===== src/rtl/irq_pkg.sv =====
package irq_pkg;

    localparam int REG_W = 8;

    localparam logic [2:0] A_CTL   = 3'd0;
    localparam logic [2:0] A_PFLG1 = 3'd1;
    localparam logic [2:0] A_PFLG2 = 3'd2;
    localparam logic [2:0] A_PEN1  = 3'd3;
    localparam logic [2:0] A_PEN2  = 3'd4;
    localparam logic [2:0] A_PORTB = 3'd5;
    localparam logic [2:0] A_PORTD = 3'd6;

    // Main control register, MSB first so the packed layout matches bit order
    typedef struct packed {
        logic gie;
        logic peie;
        logic t0_en;
        logic ext_en;
        logic pb_en;
        logic t0_f;
        logic ext_f;
        logic pb_f;
    } ctl_reg_t;

    localparam ctl_reg_t CTL_RST = ctl_reg_t'(8'h01);

    // Flags in the single-bit peripheral register pairs
    typedef struct packed {
        logic t1_f;
        logic t1_en;
        logic pd_f;
        logic pd_en;
    } periph_t;

    localparam periph_t PERIPH_RST = '{t1_f: 1'b0, t1_en: 1'b0, pd_f: 1'b1, pd_en: 1'b0};

    function automatic logic main_pending(input ctl_reg_t c);
        return (c.t0_f & c.t0_en) | (c.ext_f & c.ext_en) | (c.pb_f & c.pb_en);
    endfunction

    function automatic logic periph_pending(input periph_t p);
        return (p.t1_f & p.t1_en) | (p.pd_f & p.pd_en);
    endfunction

endpackage


===== src/rtl/irq_edge_det.sv =====
module irq_edge_det (
    input  logic clk_i,
    input  logic rst_i,
    input  logic pin_i,
    input  logic rise_sel_i,
    output logic edge_o
);
    logic pin_q;

    always_ff @(posedge clk_i) begin
        if (rst_i) pin_q <= pin_i;
        else       pin_q <= pin_i;
    end

    logic rise, fall;
    assign rise   = pin_i & ~pin_q;
    assign fall   = ~pin_i & pin_q;
    assign edge_o = rise_sel_i ? rise : fall;

    AST_EDGE_ON_CHANGE: assert property (@(posedge clk_i) disable iff (rst_i)
        edge_o |-> (pin_i != $past(pin_i)));

endmodule


===== src/rtl/irq_port_watch.sv =====
module irq_port_watch #(
    parameter int PORT_W = 8
) (
    input  logic              clk_i,
    input  logic              rst_i,
    input  logic [PORT_W-1:0] port_i,
    input  logic              reload_i,
    output logic              mismatch_o,
    output logic              rise_o
);
    logic [PORT_W-1:0] copy_q;
    logic              mis_prev_q;
    logic [PORT_W-1:0] diff;

    always_ff @(posedge clk_i) begin
        if (rst_i) begin
            copy_q     <= port_i;
            mis_prev_q <= 1'b0;
        end else begin
            if (reload_i) copy_q <= port_i;
            mis_prev_q <= mismatch_o;
        end
    end

    genvar gi;
    generate
        for (gi = 0; gi < PORT_W; gi++) begin : g_bit
            assign diff[gi] = port_i[gi] ^ copy_q[gi];
        end
    endgenerate

    assign mismatch_o = |diff;
    assign rise_o     = mismatch_o & ~mis_prev_q;

    AST_COPY_RELOAD: assert property (@(posedge clk_i) disable iff (rst_i)
        reload_i |=> (copy_q == $past(port_i)));

endmodule


===== src/rtl/irq_arbiter.sv =====
module irq_arbiter
    import irq_pkg::*;
#(
    parameter int              VEC_W    = 13,
    parameter logic [VEC_W-1:0] INT_VEC  = VEC_W'(4),
    parameter logic [VEC_W-1:0] IDLE_VEC = '0
) (
    input  ctl_reg_t         ctl_i,
    input  periph_t          per_i,
    output logic             req_o,
    output logic [VEC_W-1:0] vec_o
);
    logic grp_main, grp_per;

    assign grp_main = main_pending(ctl_i);
    assign grp_per  = ctl_i.peie & periph_pending(per_i);
    assign req_o    = ctl_i.gie & (grp_main | grp_per);
    assign vec_o    = req_o ? INT_VEC : IDLE_VEC;

endmodule


===== src/rtl/irq_ctrl_top.sv =====
module irq_ctrl_top
    import irq_pkg::*;
#(
    parameter int               PORT_W   = 8,
    parameter int               ADDR_W   = 3,
    parameter int               VEC_W    = 13,
    parameter logic [VEC_W-1:0] INT_VEC  = VEC_W'(4),
    parameter logic [VEC_W-1:0] IDLE_VEC = '0
) (
    input  logic              clk_i,
    input  logic              rst_i,
    input  logic [ADDR_W-1:0] addr_i,
    input  logic              wr_en_i,
    input  logic [7:0]        wr_data_i,
    input  logic              rd_en_i,
    output logic [7:0]        rd_data_o,
    input  logic              tmr0_ovf_i,
    input  logic              tmr1_ovf_i,
    input  logic              ext_pin_i,
    input  logic              ext_rise_sel_i,
    input  logic [PORT_W-1:0] port_b_i,
    input  logic [PORT_W-1:0] port_d_i,
    input  logic              irq_ack_i,
    input  logic              reti_i,
    output logic              irq_req_o,
    output logic [VEC_W-1:0]  irq_vec_o,
    output logic              wake_o
);
    localparam int AW = (ADDR_W < 3) ? ADDR_W : 3;

    ctl_reg_t ctl_q, ctl_d;
    periph_t  per_q, per_d;
    logic     wake_q;

    logic [2:0] sel;
    assign sel = 3'(addr_i[AW-1:0]);

    logic addr_hi_zero;
    generate
        if (ADDR_W > 3) begin : g_wide
            assign addr_hi_zero = ~|addr_i[ADDR_W-1:3];
        end else begin : g_narrow
            assign addr_hi_zero = 1'b1;
        end
    endgenerate

    logic wr_ctl, wr_pf1, wr_pf2, wr_pe1, wr_pe2, rd_pb, rd_pd;
    assign wr_ctl = wr_en_i & addr_hi_zero & (sel == A_CTL);
    assign wr_pf1 = wr_en_i & addr_hi_zero & (sel == A_PFLG1);
    assign wr_pf2 = wr_en_i & addr_hi_zero & (sel == A_PFLG2);
    assign wr_pe1 = wr_en_i & addr_hi_zero & (sel == A_PEN1);
    assign wr_pe2 = wr_en_i & addr_hi_zero & (sel == A_PEN2);
    assign rd_pb  = rd_en_i & addr_hi_zero & (sel == A_PORTB);
    assign rd_pd  = rd_en_i & addr_hi_zero & (sel == A_PORTD);

    // Event sources
    logic ext_evt, pb_mis, pb_rise, pd_mis, pd_rise;

    irq_edge_det u_ext (
        .clk_i      (clk_i),
        .rst_i      (rst_i),
        .pin_i      (ext_pin_i),
        .rise_sel_i (ext_rise_sel_i),
        .edge_o     (ext_evt)
    );

    irq_port_watch #(.PORT_W(PORT_W)) u_pb (
        .clk_i      (clk_i),
        .rst_i      (rst_i),
        .port_i     (port_b_i),
        .reload_i   (rd_pb),
        .mismatch_o (pb_mis),
        .rise_o     (pb_rise)
    );

    irq_port_watch #(.PORT_W(PORT_W)) u_pd (
        .clk_i      (clk_i),
        .rst_i      (rst_i),
        .port_i     (port_d_i),
        .reload_i   (rd_pd),
        .mismatch_o (pd_mis),
        .rise_o     (pd_rise)
    );

    // Next-state: software write, then CPU handshakes, then hardware sets
    always_comb begin
        ctl_d = ctl_q;
        if (wr_ctl) ctl_d = ctl_reg_t'(wr_data_i);
        if (irq_ack_i) ctl_d.gie = 1'b0;
        if (reti_i)    ctl_d.gie = 1'b1;
        ctl_d.t0_f  = ctl_d.t0_f  | tmr0_ovf_i;
        ctl_d.ext_f = ctl_d.ext_f | ext_evt;
        ctl_d.pb_f  = ctl_d.pb_f  | pb_mis;

        per_d = per_q;
        if (wr_pf1) per_d.t1_f  = wr_data_i[0];
        if (wr_pe1) per_d.t1_en = wr_data_i[0];
        if (wr_pf2) per_d.pd_f  = wr_data_i[7];
        if (wr_pe2) per_d.pd_en = wr_data_i[7];
        per_d.t1_f = per_d.t1_f | tmr1_ovf_i;
        per_d.pd_f = per_d.pd_f | pd_mis;
    end

    always_ff @(posedge clk_i) begin
        if (rst_i) begin
            ctl_q  <= CTL_RST;
            per_q  <= PERIPH_RST;
            wake_q <= 1'b0;
        end else begin
            ctl_q  <= ctl_d;
            per_q  <= per_d;
            wake_q <= (pb_rise & ctl_q.pb_en) | (pd_rise & per_q.pd_en);
        end
    end

    irq_arbiter #(
        .VEC_W    (VEC_W),
        .INT_VEC  (INT_VEC),
        .IDLE_VEC (IDLE_VEC)
    ) u_arb (
        .ctl_i (ctl_q),
        .per_i (per_q),
        .req_o (irq_req_o),
        .vec_o (irq_vec_o)
    );

    assign wake_o = wake_q;

    // Read mux; unimplemented bits return zero
    always_comb begin
        rd_data_o = '0;
        if (addr_hi_zero) begin
            case (sel)
                A_CTL:   rd_data_o = ctl_q;
                A_PFLG1: rd_data_o = {7'b0, per_q.t1_f};
                A_PFLG2: rd_data_o = {per_q.pd_f, 7'b0};
                A_PEN1:  rd_data_o = {7'b0, per_q.t1_en};
                A_PEN2:  rd_data_o = {per_q.pd_en, 7'b0};
                A_PORTB: rd_data_o = 8'(port_b_i);
                A_PORTD: rd_data_o = 8'(port_d_i);
                default: rd_data_o = '0;
            endcase
        end
    end

    AST_ACK_CLEARS_GIE: assert property (@(posedge clk_i) disable iff (rst_i)
        (irq_ack_i && !reti_i) |=> !ctl_q.gie);
    AST_RETI_SETS_GIE: assert property (@(posedge clk_i) disable iff (rst_i)
        reti_i |=> ctl_q.gie);
    AST_T0_SET_WINS: assert property (@(posedge clk_i) disable iff (rst_i)
        tmr0_ovf_i |=> ctl_q.t0_f);
    AST_T1_SET_WINS: assert property (@(posedge clk_i) disable iff (rst_i)
        tmr1_ovf_i |=> per_q.t1_f);
    AST_WAKE_NEEDS_EN: assert property (@(posedge clk_i) disable iff (rst_i)
        wake_o |-> $past(ctl_q.pb_en || per_q.pd_en));
    AST_REQ_NEEDS_GIE: assert property (@(posedge clk_i) disable iff (rst_i)
        (irq_ack_i && !reti_i) |=> !irq_req_o);

endmodule


===== config.mk =====
export PLATFORM = sky130hd
export DESIGN_NAME = irq_ctrl_top
export DESIGN_NICKNAME = d
export VERILOG_FILES = /design/src/rtl/irq_pkg.sv /design/src/rtl/irq_edge_det.sv /design/src/rtl/irq_port_watch.sv /design/src/rtl/irq_arbiter.sv /design/src/rtl/irq_ctrl_top.sv
export SDC_FILE = /design/constraint.sdc
export NUM_CORES = 1
export LEC_CHECK = 0
export ABC_AREA = 1
export BUFFER_PORTS_ARGS = -buffer_cell sky130_fd_sc_hd__buf_2
export CORE_ASPECT_RATIO = 0.6
export CORE_MARGIN = 5
export CORE_UTILIZATION = 42
export DETAILED_ROUTE_END_ITERATION = 8
export PLACE_DENSITY_LB_ADDON = 0.05
export SYNTH_ARGS = -nofsm -noshare
export SYNTH_HDL_FRONTEND = slang
export SYNTH_SLANG_ARGS = --single-unit

===== constraint.sdc =====
create_clock -name clk_i -period 2.05 [get_ports clk_i]
set_clock_uncertainty 0.15 [all_clocks]
set_input_delay 0.41 -clock clk_i [delete_from_list [all_inputs] [get_ports clk_i]]
set_output_delay 0.41 -clock clk_i [all_outputs]
set_load 0.01 [all_outputs]

==> results.cfg, run 1 <==
[detailed_routing]
first_iter_violations = 58
drc = 0
drt_wl_total_mm = 4.15
wire_per_inst_um = 13.3
dr.pass1.iters = 4
viasPerCell = 4.69
vias = 1464
postRouteAntennaNets = 0

[worst_setup_path]
r2r_start = u_pd.copy_q[1]$_DFFE_PP_
reg2reg_to = per_q[1]$_SDFF_PP1_
critPathKind = in -> out
worstPathRequired_ns = 1.49
r2r_slack_ns = 0.80
critPathArrivalTime_ns = 1.36
cp_cell_sequence = buf_2, inv_1, nand3_1, inv_1, nand2_1, o211ai_1, buf_2
cpLargestDelayFamily = buffers and inverters
cp_max_fo = 7
startpoint = addr_i[0]
rr_worst_depth = 6
crit_slowest_cell = inv_1
critPathBufInv = 4
cpPeakStageDelay_ns = 0.20
cp-start-kind = input port
crit_path_end_kind = primary output

[clocking]
hold_buffers = 0
clkSinkCount = 32
ctsResizeCount = 0
path_clk_slew_ns = 0.06
root_buffer = clkbuf_8
cts_htree_levels = 2
clk_latency_ns = 0.28
cts_setup_buffers = 0
clk_path_buf_depth = 2
cts_tree = done
cts_inserted_buffers = 5

[run]
maxCapViolCount = 0

[logic_synthesis]
ys_ff_latch = 32
synthCells = 211
syn_area_per_cell_um2 = 8.08
yosysUniqueCellTypes = 25
seq_area_frac_synth_pct = 47.0
synth_top_cell_by_area = edfxtp_1
yosysTopAreaCellShare_pct = 28.2
syn_area_um2 = 1710
ys_warn_count = 0
synth.area.top_cells = edfxtp_1 (28%), dfxtp_1 (19%), nand2_1 (12%)

[power]
finalPower_w = 0.00146
irDropWorstVdd_v = 0.000383
power.leakage_nw = 0.972
power_density_nw_per_um2 = 716

[finish]
drive_above_1_share_pct = 23.4
layout_commonest_cell = nand2_1
area_delta_synth_final_pct = 19.6
fin_nets = 301
final_util_pct = 53.9
diodes = 0
final_cell_mix = nand2_1 (55), buf_2 (47), inv_1 (29)
final_area_um2 = 2040

[sta]
fmax_mhz = 521
min_period_ns = 1.92
fin_tns_setup_ns = 0
post-route-period-util_pct = 93.6
hold_violations = 0
slew_violations = 0
rsz0062_at_grt = no
setup_viol = 0

[placement]
place_hpwl_mm = 3.35
gp_congestion = 0.802
dpl_cell_area_um2 = 1950
io_buffers = 47

[grt]
grt_overflow = 0
antenna_found_initial = 0
grt_pass1_wl_mm = 6.53
first_global_vias = 1390
grt_max_degree = 13
grt_usage_pct = 15.8

[floorplanning]
coreArea_um2 = 3790
die_h_um = 59.4
start_util_pct = 45.0
num_rows = 17
io-pin-count = 60
fp.dieW_um = 92.3
dieArea_um2 = 5480

[hold_path]
whs_endpoint = u_ext.pin_q$_DFF_P_
hold_path.class = in -> reg
min-delay-start = ext_pin_i
worstHoldPathCells = 1

[run_status]
status = complete, no violations
==> cells by family after synthesis <==
logic type | share of synthesized area, %
and+or+nand+nor | 21.7
buffers and inverters | 13.6
AOI/OAI and AO/OA | 11.3
DFF | 47.0
xor gates and xnor gates | 6.16
other | 0.220
==> synthesized netlist by cell type (all sizes together) <==
library cell and count:
a41oi 1, inv 31, a21oi 14, o211ai 3
nand3 10, nor3 1, edfxtp 16, conb 1
nand3b 1, o221ai 2, buf 15, o21ai 14
xnor2 12, nand2 57, nand4 3, dfxtp 16
nor2 14
==> power breakdown <==
| group | internal [W] | switching, W | leakage (nW) |
|---|---|---|---|
| Combinational | 0.0000911 | 0.000130 | 0.637 |
| Clock | 0.000274 | 0.000229 | 0.0455 |
| Sequential | 0.000719 | 0.0000189 | 0.289 |
| Total | 0.00108 | 0.000378 | 0.972 |
==> area by class of cell <==
type / instances / area [µm²]
clock buffers: 8 / 90.1
fillers: 392 / 1750
repair buffers: 50 / 258
inverters: 31 / 119
multi-input cells: 144 / 713
flip-flops and latches: 32 / 801
well taps: 47 / 58.8
==> routing by layer <==
metal	wire (µm)	part of all wire [%]	GRT usage [%]
met1	2090	50	22.7
met2	1690	41	22.0
met3	332	8.0	4.82
met4	36	0.87	6.34
met5	0	0	0
==> worst max-delay path by stage <==
stage | endpoint | slack, ns | cells past startpoint
finish | rd_data_o[1] | 0.13 | 7
global route | rd_data_o[1] | 0.03 | 7
CTS | rd_data_o[1] | 0.13 | 7
detailed placement | rd_data_o[1] | 0.13 | 7
global placement | rd_data_o[1] | 0.11 | 7
floorplan | u_pb.copy_q[0]$_DFFE_PP_ | 0.28 | 3
==> state kept, by name, indices dropped and copies added, names as in the netlist <==
name	cells
u_pd.copy_q	8
u_pb.copy_q	8
wake_o	1
per_q	4
u_ext.pin_q	1
u_pd.mis_prev_q	1
ctl_q	8
u_pb.mis_prev_q	1
==> metrics by stage <==
step | setup WS [ns] | hold slack, ns | std cells
6_report | 0.131 | 0.0892 | 312
5_1_grt | 0.0255 | 0.0871 | 312
4_1_cts | 0.130 | 0.0822 | 312
3_3_place_gp | 0.115 | 0.310 | 304
2_1_floorplan | 0.283 | 0.288 | 222
3_5_place_dp | 0.130 | 0.310 | 304
Power figures use the tool's default switching activity.
==> run 2, diff against run 1 <==
--- a/config.mk
+++ b/config.mk
@@ -7,10 +7,11 @@
 export LEC_CHECK = 0
 export ABC_AREA = 1
 export BUFFER_PORTS_ARGS = -buffer_cell sky130_fd_sc_hd__buf_2
-export CORE_ASPECT_RATIO = 0.6
+export CORE_ASPECT_RATIO = 2
 export CORE_MARGIN = 5
 export CORE_UTILIZATION = 42
 export DETAILED_ROUTE_END_ITERATION = 8
+export MAX_ROUTING_LAYER = met4
 export PLACE_DENSITY_LB_ADDON = 0.05
 export SYNTH_ARGS = -nofsm -noshare
 export SYNTH_HDL_FRONTEND = slang
==> run 2 against run 1 <==
Net effect: via count rose by 1.1%; cell count rose by 1.3%; hold slack improved by 0.0015 ns; first-iteration DRC count fell by 45%; worst setup slack got worse by 0.021 ns; routed wire length rose by 1.7%; non-clock buffer count did not move; die area rose by 0.64%; combinational power barely moved; critical path depth fell by 2.
==> results.cfg, run 2 (synthesized netlist as in run 1, its figures left out) <==
[grt]
grt_overflow = 0
grt_usage_pct = 16.9
antenna_found_initial = 0
grt_pass1_wl_mm = 6.56
first_global_vias = 1434
grt_max_degree = 13

[worst_setup_path]
cp_max_fo = 2
worstPathRequired_ns = 1.49
crit_slowest_cell = dfxtp_1
crit_path_end_kind = primary output
critPathArrivalTime_ns = 1.38
cp-start-kind = flop
cp_cell_sequence = inv_1, o21ai_0, nand2_1, a41oi_1, buf_2
cpPeakStageDelay_ns = 0.33
rr_worst_depth = 6
r2r_slack_ns = 0.64
critPathKind = reg -> out

[floorplanning]
fp.dieW_um = 55.1
dieArea_um2 = 5510
coreArea_um2 = 3880
num_rows = 32
io-pin-count = 60
die_h_um = 100
start_util_pct = 43.9

[sta]
post-route-period-util_pct = 94.6
fmax_mhz = 515
setup_viol = 0
fin_tns_setup_ns = 0
min_period_ns = 1.94
hold_violations = 0
rsz0062_at_grt = no
slew_violations = 0

[detailed_routing]
drt_wl_total_mm = 4.22
dr.pass1.iters = 4
first_iter_violations = 32
vias = 1480
wire_per_inst_um = 13.4
viasPerCell = 4.68
drc = 0
postRouteAntennaNets = 0

[finish]
drive_above_1_share_pct = 23.8
layout_commonest_cell = nand2_1
largestRegisters = ctl_q (8), u_pb.copy_q (8), u_pd.copy_q (8)
final_area_um2 = 2060
final_cell_mix = nand2_1 (55), buf_2 (47), inv_1 (29)
fill_cells = 400
area_delta_synth_final_pct = 20.9
fin_nets = 301
diodes = 0

[clocking]
clk_path_buf_depth = 2
cts_inserted_buffers = 5
ctsResizeCount = 0
hold_buffers = 0
cts_setup_buffers = 0
path_clk_slew_ns = 0.06
clk_latency_ns = 0.28
clkSinkCount = 32
cts_tree = done
cts_htree_levels = 2
root_buffer = clkbuf_8

[hold_path]
hold_path.class = in -> reg
worstHoldPathCells = 1

[power]
irDropWorstVdd_v = 0.000549
power.leakage_nw = 0.982
power_density_nw_per_um2 = 748

[placement]
dpl_cell_area_um2 = 1950
place_hpwl_mm = 3.51
io_buffers = 47
gp_congestion = 0.859

[run_status]
status = complete, no violations

[run]
maxCapViolCount = 0
run 2: changes by cell type in the layout (fill, tap and decap cells not counted):
cell	previous run	this run
bufinv_16	0	1
clkbuf_1	2	1
clkbuf_8	6	5
clkinv_2	0	1
run 2: path summary, 6_finish.rpt:
kind,to,start
hold reg to reg,per_q[2]$_SDFFE_PP0P_,per_q[2]$_SDFFE_PP0P_
hold / removal,u_ext.pin_q$_DFF_P_,ext_pin_i
setup / recovery,irq_vec_o[2],per_q[2]$_SDFFE_PP0P_
setup reg to reg,per_q[1]$_SDFF_PP1_,u_pd.copy_q[1]$_DFFE_PP_
run 2: metal layers:
| metal | global-route usage, % | share of wire (%) | up-vias |
|---|---|---|---|
| li1 | - | - | 760 |
| met2 | 28.3 | 53 | 47 |
| met4 | 9.18 | 4.7 | 0 |
| met1 | 18.1 | 38 | 659 |
| met3 | 2.82 | 5.2 | 14 |
| met5 | - | 0 | - |
run 2: final cells by class:
cell class / count / area, µm² / area share (%)
multi-input cells: 144 / 713 / 34.6
clock inverters: 2 / 35.0 / 1.70
flip-flops and latches: 32 / 801 / 38.8
repair buffers: 50 / 258 / 12.5
inverters: 31 / 119 / 5.76
well taps: 51 / 63.8 / 3.09
clock buffers: 6 / 72.6 / 3.52
run 2: stage by stage:
stage / cells / utilization, % / power, W / setup WS, ns / hold WS (ns)
floorplan: 222 / - / 0.000892 / 0.283 / 0.288
global placement: 308 / 50.3 / 0.000972 / 0.133 / 0.310
detailed placement: 308 / 50.3 / 0.000974 / 0.124 / 0.310
CTS: 316 / 53.1 / 0.00156 / 0.114 / 0.0861
global route: 316 / 53.1 / 0.00161 / 0.0316 / 0.0942
finish: 316 / 53.1 / 0.00154 / 0.110 / 0.0906
run 2: power breakdown:
group,internal (W),switching (W)
sequential,0.000719,0.0000189
clock,0.000360,0.000223
combinational,0.0000910,0.000131
run 2: critical path, delay by kind of cell (launching register included):
kind            cells  cell delay (ns)
compound gates      2             0.45
flops               1             0.33
buf+inv             2             0.23
simple gates        1             0.09
==> run 3, diff against run 2 <==
--- a/config.mk
+++ b/config.mk
@@ -9,10 +9,11 @@
 export BUFFER_PORTS_ARGS = -buffer_cell sky130_fd_sc_hd__buf_2
 export CORE_ASPECT_RATIO = 2
 export CORE_MARGIN = 5
-export CORE_UTILIZATION = 42
+export CORE_UTILIZATION = 49
+export CTS_CLUSTER_SIZE = 14
 export DETAILED_ROUTE_END_ITERATION = 8
 export MAX_ROUTING_LAYER = met4
-export PLACE_DENSITY_LB_ADDON = 0.05
+export PLACE_DENSITY = 0.78
 export SYNTH_ARGS = -nofsm -noshare
 export SYNTH_HDL_FRONTEND = slang
 export SYNTH_SLANG_ARGS = --single-unit
==> run 3 against run 2 <==
Net effect: count of clock-buffer cells in the layout did not move; die area fell by 12%; power fell by 0.18%; cell count fell by 6.3%; routed wire length fell by 4.7%; final area fell by 1.5%; critical path type is now in -> out; largest power group unchanged.
==> results.cfg, run 3 (synthesized netlist as in run 1, its figures left out) <==
[run_status]
status = complete, no violations

[run]
maxCapViolCount = 0

[sta]
post-route-period-util_pct = 95.3
rsz0062_at_grt = no
hold_violations = 0
fmax_mhz = 512
min_period_ns = 1.95
setup_viol = 0
slew_violations = 0
fin_tns_setup_ns = 0

[clocking]
cts_inserted_buffers = 5
clkSinkCount = 32
cts_htree_levels = 2
hold_buffers = 0
cts_setup_buffers = 0
cts_tree = done
ctsResizeCount = 0
clk_path_buf_depth = 2
clk_latency_ns = 0.28
root_buffer = clkbuf_8
path_clk_slew_ns = 0.06

[worst_setup_path]
critPathKind = in -> out
critPathBufInv = 4
cp_cell_sequence = buf_2, inv_1, nand3_1, inv_1, nand2_1, o211ai_1, buf_2
worstPathRequired_ns = 1.49
cp-start-kind = input port
startpoint = addr_i[0]
critPathArrivalTime_ns = 1.39
cpPeakStageDelay_ns = 0.20
cp_max_fo = 7
cpLargestDelayFamily = buffers and inverters
r2r_start = u_pd.copy_q[6]$_DFFE_PP_
crit_path_end_kind = primary output
crit_slowest_cell = inv_1

[grt]
grt_max_degree = 13
grt_pass1_wl_mm = 6.64
grt_usage_pct = 19.2
grt_overflow = 0
antenna_found_initial = 0
first_global_vias = 1524

[detailed_routing]
first_iter_violations = 42
drt_wl_total_mm = 4.02
wl_met1_mm = 1.43
postRouteAntennaNets = 0
viasPerCell = 5.12
wire_per_inst_um = 13.6
dr.pass1.iters = 4
highest_layer = met4
wl_met2_mm = 2.12
wl_met3_um = 280
vias = 1516
drc = 0

[power]
power_density_nw_per_um2 = 758
irDropWorstVdd_v = 0.000648
power.leakage_nw = 0.977

[finish]
largestRegisters = ctl_q (8), u_pb.copy_q (8), u_pd.copy_q (8)
drive_above_1_share_pct = 23.5
final_cells = 296
fin_nets = 300
area_delta_synth_final_pct = 19.1
final_cell_mix = nand2_1 (55), buf_2 (47), inv_1 (29)
layout_commonest_cell = nand2_1
diodes = 0

[placement]
gp_congestion = 0.905
io_buffers = 47
place_hpwl_mm = 3.31
dp.cells = 288

[floorplanning]
fp.dieW_um = 51.7
num_rows = 30
start_util_pct = 50.5
die_h_um = 93.4
dieArea_um2 = 4830
io-pin-count = 60
coreArea_um2 = 3380

[hold_path]
min-delay-start = ext_pin_i
hold_path.class = in -> reg
-- run 3: changes by cell type in the layout (fill, tap and decap cells not counted), sizes merged --
cell  before  now
buf       50   49
-- run 3: where the power goes --
part | switching, W | internal, W
logic | 0.000129 | 0.0000897
clock network | 0.000221 | 0.000360
registers | 0.0000201 | 0.000719
-- run 3: worst register-to-register path, stage by stage, from the launching register on --
cell	delay, ns
edfxtp_1	0.39
xnor2_1	0.17
nand2_1	0.07
nor2_1	0.17
nand2_1	0.14
nor2_1	0.12
nand2_1	0.06
-- run 3: final cells by class --
type / count / area (µm²)
well taps: 32 / 40.0
inverters: 31 / 119
fillers: 318 / 1350
multi-input cells: 144 / 713
clock inverters: 2 / 35.0
repair buffers: 49 / 250
clock buffers: 6 / 72.6
flip-flops and latches: 32 / 801
-- run 3: through the flow --
stage               total power (W)  worst slack, ns  hold WS (ns)  utilization, %  instance area (µm²)
floorplan                  0.000892            0.283         0.288               -                 1750
global placement           0.000965            0.152         0.307            56.9                 1920
detailed placement         0.000972            0.116         0.314            56.9                 1920
CTS                         0.00155            0.120        0.0853            60.1                 2030
global route                0.00161           0.0208        0.0907            60.1                 2030
finish                      0.00154           0.0966        0.0883            60.1                 2030
-- run 3: routing by layer --
| metal | track usage, % | up-vias |
|---|---|---|
| li1 | - | 757 |
| met4 | 12.0 | 0 |
| met3 | 5.42 | 21 |
| met5 | - | - |
| met2 | 32.8 | 68 |
| met1 | 18.4 | 670 |
-- run 3: worst paths after layout --
kind                            depth (start not counted)                     to  slack (ns)
worst min-delay path                                    1    u_ext.pin_q$_DFF_P_        0.09
worst max register to register                          6    per_q[1]$_SDFF_PP1_        0.68
worst min register to register                          2  per_q[2]$_SDFFE_PP0P_        0.32
worst max-delay path                                    7           rd_data_o[3]         0.1
